### config.mk
export PLATFORM = sky130hd
export DESIGN_NAME = dual_dac_frontend
export DESIGN_NICKNAME = d
export VERILOG_FILES = /design/src/rtl/dacfe_pkg.sv /design/src/rtl/dacfe_sync.sv /design/src/rtl/dacfe_shifter.sv /design/src/rtl/dacfe_chan_reg.sv /design/src/rtl/dual_dac_frontend.sv
export SDC_FILE = /design/constraint.sdc
export NUM_CORES = 1
export LEC_CHECK = 0
export BUFFER_PORTS_ARGS = -buffer_cell sky130_fd_sc_hd__clkbuf_2
export CAP_MARGIN = 20
export CORE_ASPECT_RATIO = 1.25
export CORE_MARGIN = 8
export CORE_UTILIZATION = 40
export CTS_CLUSTER_SIZE = 10
export DETAILED_ROUTE_END_ITERATION = 6
export SLEW_MARGIN = 20
export SYNTH_ARGS = -nofsm -noshare
export SYNTH_HDL_FRONTEND = slang
export SYNTH_HIERARCHICAL = 1
export SYNTH_SLANG_ARGS = --single-unit
### constraint.sdc
create_clock -name clk -period 1.7 [get_ports clk]
set_clock_uncertainty 0.2 [all_clocks]
set_input_delay 0.17 -clock clk [delete_from_list [all_inputs] [get_ports clk]]
set_output_delay 0.17 -clock clk [all_outputs]
set_load 0.02 [all_outputs]
### src/rtl/dacfe_pkg.sv
package dacfe_pkg;
   localparam int ADDR_W = 2;

   typedef struct packed {
      logic a;
      logic b;
   } chan_sel_t;

   // A1 low: both channels; A1 high: A0 picks B (1) or A (0)
   function automatic chan_sel_t decode_addr(input logic [ADDR_W-1:0] addr);
      chan_sel_t s;
      if (!addr[1]) begin
         s.a = 1'b1;
         s.b = 1'b1;
      end else begin
         s.a = ~addr[0];
         s.b = addr[0];
      end
      return s;
   endfunction
endpackage

### src/rtl/dacfe_sync.sv
module dacfe_sync #(
   parameter int WIDTH = 4,
   parameter int STAGES = 2,
   parameter logic [WIDTH-1:0] RST_VAL = '0
) (
   input  logic             clk,
   input  logic             rst_n,
   input  logic [WIDTH-1:0] din,
   output logic [WIDTH-1:0] dout
);
   if (STAGES < 2) begin : g_bad_stages
      $error("dacfe_sync: STAGES must be at least 2");
   end

   logic [WIDTH-1:0] chain [STAGES];

   for (genvar s = 0; s < STAGES; s++) begin : g_stage
      always_ff @(posedge clk or negedge rst_n) begin
         if (!rst_n)
            chain[s] <= RST_VAL;
         else if (s == 0)
            chain[s] <= din;
         else
            chain[s] <= chain[(s == 0) ? 0 : s-1];
      end
   end

   assign dout = chain[STAGES-1];
endmodule

### src/rtl/dacfe_shifter.sv
module dacfe_shifter #(
   parameter int WORD_W = 14
) (
   input  logic              clk,
   input  logic              rst_n,
   input  logic              sclk_s,
   input  logic              cs_n_s,
   input  logic              sdi_s,
   output logic              rise,
   output logic [WORD_W-1:0] word
);
   if (WORD_W < 3) begin : g_bad_word
      $error("dacfe_shifter: WORD_W too small");
   end

   logic sclk_prev;

   always_ff @(posedge clk or negedge rst_n) begin
      if (!rst_n) sclk_prev <= 1'b0;
      else        sclk_prev <= sclk_s;
   end

   assign rise = sclk_s & ~sclk_prev;

   always_ff @(posedge clk or negedge rst_n) begin
      if (!rst_n)
         word <= '0;
      else if (rise && !cs_n_s)
         word <= {word[WORD_W-2:0], sdi_s};
   end
endmodule

### src/rtl/dacfe_chan_reg.sv
module dacfe_chan_reg #(
   parameter int DATA_W = 12
) (
   input  logic              clk,
   input  logic              rst_n,
   input  logic              open_en,
   input  logic [DATA_W-1:0] d,
   output logic [DATA_W-1:0] q
);
   always_ff @(posedge clk or negedge rst_n) begin
      if (!rst_n)       q <= '0;
      else if (open_en) q <= d;
   end
endmodule

### src/rtl/dual_dac_frontend.sv
module dual_dac_frontend
   import dacfe_pkg::*;
#(
   parameter int DATA_W = 12,
   parameter int SYNC_STAGES = 2
) (
   input  logic              clk,
   input  logic              rst_n,
   input  logic              sclk,
   input  logic              sdi,
   input  logic              cs_n,
   input  logic              load_n,
   output logic [DATA_W-1:0] code_a,
   output logic [DATA_W-1:0] code_b
);
   localparam int WORD_W = DATA_W + ADDR_W;
   localparam int NCH = 2;
   localparam int PIN_W = 4;

   if (DATA_W < 1) begin : g_bad_data
      $error("dual_dac_frontend: DATA_W must be positive");
   end

   // pin vector: [3] sclk, [2] cs_n, [1] load_n, [0] sdi
   logic [PIN_W-1:0] pins_s;
   logic sclk_s, cs_n_s, load_n_s, sdi_s;

   dacfe_sync #(
      .WIDTH(PIN_W), .STAGES(SYNC_STAGES), .RST_VAL(4'b0110)
   ) u_sync (
      .clk(clk), .rst_n(rst_n),
      .din({sclk, cs_n, load_n, sdi}),
      .dout(pins_s)
   );

   assign {sclk_s, cs_n_s, load_n_s, sdi_s} = pins_s;

   logic              sclk_rise;
   logic [WORD_W-1:0] shift_word;

   dacfe_shifter #(.WORD_W(WORD_W)) u_shift (
      .clk(clk), .rst_n(rst_n),
      .sclk_s(sclk_s), .cs_n_s(cs_n_s), .sdi_s(sdi_s),
      .rise(sclk_rise), .word(shift_word)
   );

   chan_sel_t   sel;
   logic [NCH-1:0] ch_pick;
   logic [DATA_W-1:0] ch_q [NCH];

   assign sel = decode_addr(shift_word[WORD_W-1 -: ADDR_W]);
   assign ch_pick = {sel.b, sel.a};

   for (genvar ch = 0; ch < NCH; ch++) begin : g_chan
      dacfe_chan_reg #(.DATA_W(DATA_W)) u_reg (
         .clk(clk), .rst_n(rst_n),
         .open_en(~load_n_s & ch_pick[ch]),
         .d(shift_word[DATA_W-1:0]),
         .q(ch_q[ch])
      );
   end

   assign code_a = ch_q[0];
   assign code_b = ch_q[1];
endmodule

# == Word level (Yosys, flattened, before mapping) ==
# Index checks and enable logic that the tools add are counted.
# totals
ff_bits,47
out_inout_bits,24
elab_cells,15
# op_classes
muxes,1
n_bitwise,6
n_reduce_logical,2
# op_table
cell,n
bitwise AND 1 bit,3
inverter 1 bit,3
2-to-1 mux 2 bit,1
logical AND 1 bit,1
logical NOT 1 bit,1

# == Depth between registers and ports, before layout ==
# logic_depth
ltp_word,3
ltp_mapped,4
ltp_nobuf,3

# == Cells and area by module ==
# The synthesis kept the hierarchy.
# modules_own_cells
module,instances,cells_each,area_per_inst_um2,seq_area_each_um2
dacfe_chan_reg,2,25,484.2,300.3
dacfe_shifter,1,32,571.8,375.4
dacfe_sync,1,12,235.2,205.2
dual_dac_frontend,1,3,17.5,0.0

# == Worst setup path before layout ==
# No wires, ideal clock.
# synth_timing
path_type,reg-to-reg
start,register u_sync.chain (netlist bit u_sync/dout[2])
end,register u_shift.word[0]
setup_ns,0.125
arrival_time_ns,1.223
required_ns,1.375
slack_ns,0.153
path_stages_with_launch,5
period_less_slack_ns,1.547
path_cell_list,dfstp_2 buf_4 nor3b_4 buf_6 mux2_2
# synth_between
elab_chain_len,2
# synth_lines
item,line_no,source
start: declaration,dacfe_sync.sv:15,logic [WIDTH-1:0] chain [STAGES];
start signal: indexed assignment,dacfe_sync.sv:22,chain[s] <= din;
start signal: indexed assignment,dacfe_sync.sv:24,chain[s] <= chain[(s == 0) ? 0 : s-1];
logical NOT 1 bit,dacfe_shifter.sv:28,else if (rise && !cs_n_s)
logical AND 1 bit,dacfe_shifter.sv:28,
end signal: assignment,dacfe_shifter.sv:29,"word <= {word[WORD_W-2:0], sdi_s};"
end: declaration,dacfe_shifter.sv:10,output logic [WORD_W-1:0] word
# No other way between the ends.
# A chain may end at the register's enable or synchronous reset.

# == Final worst setup path ==
# layout_timing
start,register u_shift.word[12]
end,register g_chan[1].u_reg.q[4]
# layout_between
elab_chain_len,2
# layout_lines
item,line_no,source
2-to-1 mux 2 bit,dacfe_pkg.sv:12,if (!addr[1]) begin
bitwise AND 1 bit,dual_dac_frontend.sv:57,".open_en(~load_n_s & ch_pick[ch]),"
end signal: assignment,dacfe_chan_reg.sv:11,if (!rst_n) q <= '0;
end signal: assignment,dacfe_chan_reg.sv:12,else if (open_en) q <= d;
end: declaration,dacfe_chan_reg.sv:8,output logic [DATA_W-1:0] q
# No other way between the ends.

==> metrics.cfg <==
[cts]
clock_path_buffers = 2
clk_pin_slew_worst_paths_ns = 0.09
cts_inserted_buffers = 5
insertion_delay_ns = 0.30
cts.sinks = 47
post-cts-setup-buffer-count = 0
clock-root-buffer = clkbuf_8
cts_tree = yes
htreeDepth = 2

[floorplan]
die-height_um = 90.7
start_util_pct = 40.9
ios = 30
die_x_um = 75.7
die-area_sq_um = 6870
num_rows = 27
core_sq_um = 4360

[worst_setup_path]
worstReg2RegEnd = g_chan[1].u_reg/q[4]$_DFFE_PN0P_
crit_fanout = 7
critPathKind = reg2reg
end_kind = register
crit_path_top_delay_cell = dfrtp_1
r2r_setup_slack_ns = 0.17
worstSetupStartpointType = register
crit_family = flip-flops
timing.rr.start = u_shift/word[12]$_DFFE_PN0P_
crit_path_cell_trace = inv_1 -> a21oi_2 -> buf_4 -> mux2_4
r2r.worst_path.cells = 4
cp_num_buf_inv = 2
crit_end = g_chan[1].u_reg/q[4]$_DFFE_PN0P_
critPathMaxStageDelay_ns = 0.41
startpoint = u_shift/word[12]$_DFFE_PN0P_
cp.arrival_ns = 1.52
cp.required_ns = 1.68
cp.depth = 4

[timing]
tightest_slew_ns = 0.325
layout_min_cycle_time_ns = 1.53
clock.fmax_mhz = 652
rsz0062_at_grt = false
tns_ns = 0
whs_ns = 0.104
timing.final.crit_share_pct = 90.3
maxSlewHeadroom_pct = 78.3
worst_slack_ns = 0.165
final-setup-viol-count = 0
hold_viol = 0
slew_violations = 0

[finish]
finalNonFillerCells = 197
drive_above_1_share_pct = 64.7
final_nets = 144
final_common_cell = dfrtp_1
fin_area_sq_um = 2200
layout_common_cells = dfrtp_1 (43), clkbuf_2 (29), mux2_4 (20), mux2_2 (18), buf_4 (7)
area_delta_synth_final_pct = 23.4
n_antenna_cell = 0

[place]
placed_area_sq_um = 2010
place_hpwl_um = 2130
place_inst = 184
port_buffers = 29
gp_congestion = 0.723
place_ws_ns = 0.166

[grt]
grt-ovfl-total = 0
grt_pass1_vias = 961
grt_use_total_pct = 9.54
grt_pass1_wl_um = 4910
grt_max_degree = 22
antenna_found_initial = 0

[power]
p_clk_share_pct = 27.7
power.density_nw_per_um2 = 1560
switching_share_pct = 28.5
power_frac_comb_pct = 25.4
p_switching_uw = 975
p_seq_share_pct = 46.9
irDropWorstVdd_mv = 0.563
cellInternalPower_mw = 2.45
power_leakage_nw = 1.11

[synthesis]
syn_avg_cell_area_sq_um = 18.6
syn_inst = 96
netlist_area_sq_um = 1780
synth-warning-count = 6
syn_nets = 102

[outcome]
status = completed

[route]
wirelength_um = 2870
antenna_left = 0
wire_per_inst_um = 14.6
drtPass1Iterations = 3
drt_iter0_drc = 19
via_per_inst = 4.47
drc = 0
vias = 881

[hold_path]
hold_path_class = in2async

[run]
cap_violations = 0

## through the flow
stage | power [mW] | util, %
2_1_floorplan | 2.20 | -
4_1_cts | 3.48 | 50.5
6_report | 3.42 | 50.5
3_5_place_dp | 2.51 | 46.2
5_1_grt | 3.62 | 50.5
3_3_place_gp | 2.49 | 46.2
## area by class of cell
class | count | area (sq um)
multi-input combinational | 41 | 539
clock inverter | 3 | 67.6
tap | 58 | 72.6
timing repair buffer | 42 | 268
clock buffer | 5 | 68.8
fill | 364 | 2160
inverter | 1 | 3.75
sequential | 47 | 1180
## worst register-to-register path, cell delays in order, from the launching register on
cell,delay [ns]
dfrtp_1,0.41
inv_1,0.07
a21oi_2,0.21
buf_4,0.23
mux2_4,0.31
## registers in the layout, summed over array words and instances, names as in the netlist
signal             count
u_sync/chain           4
u_shift/sclk_prev      1
g_chan.u_reg/q        24
u_shift/word          14
u_sync/dout            4
## power groups by stage
stage	Clock [mW]	Combinational (mW)	Sequential [mW]
3_5_place_dp	0	0.882	1.63
6_report	0.947	0.871	1.60
2_1_floorplan	0	0.390	1.80
5_1_grt	1.03	0.934	1.65
3_3_place_gp	0	0.868	1.62
4_1_cts	0.981	0.894	1.61
## what timing repair did
item	4_1_cts	5_1_grt
endpoints found under the hold margin	49	0
hold buffers	5	0
resized for setup	0	0
## worst min-delay path by stage
stage	slack [ns]	cells past startpoint	to	from
CTS	0.12	2	u_shift/word[6]$_DFFE_PN0P_	rst_n
global placement	-0.12	1	g_chan[1].u_reg/q[2]$_DFFE_PN0P_	rst_n
global route	0.14	2	u_shift/word[6]$_DFFE_PN0P_	rst_n
detailed placement	-0.12	1	g_chan[1].u_reg/q[2]$_DFFE_PN0P_	rst_n
finish	0.10	2	u_shift/word[10]$_DFFE_PN0P_	rst_n
floorplan	-0.33	0	g_chan[0].u_reg/q[0]$_DFFE_PN0P_	rst_n
## routing by layer
metal / up-vias / share of wire (%) / GRT usage, %
met5: - / 0 / 0
met4: 0 / 1.9 / 4.34
met3: 6 / 6.8 / 4.00
met2: 22 / 49 / 15.1
met1: 446 / 42 / 10.7
li1: 407 / - / -
Power figures use the tool's default switching activity.
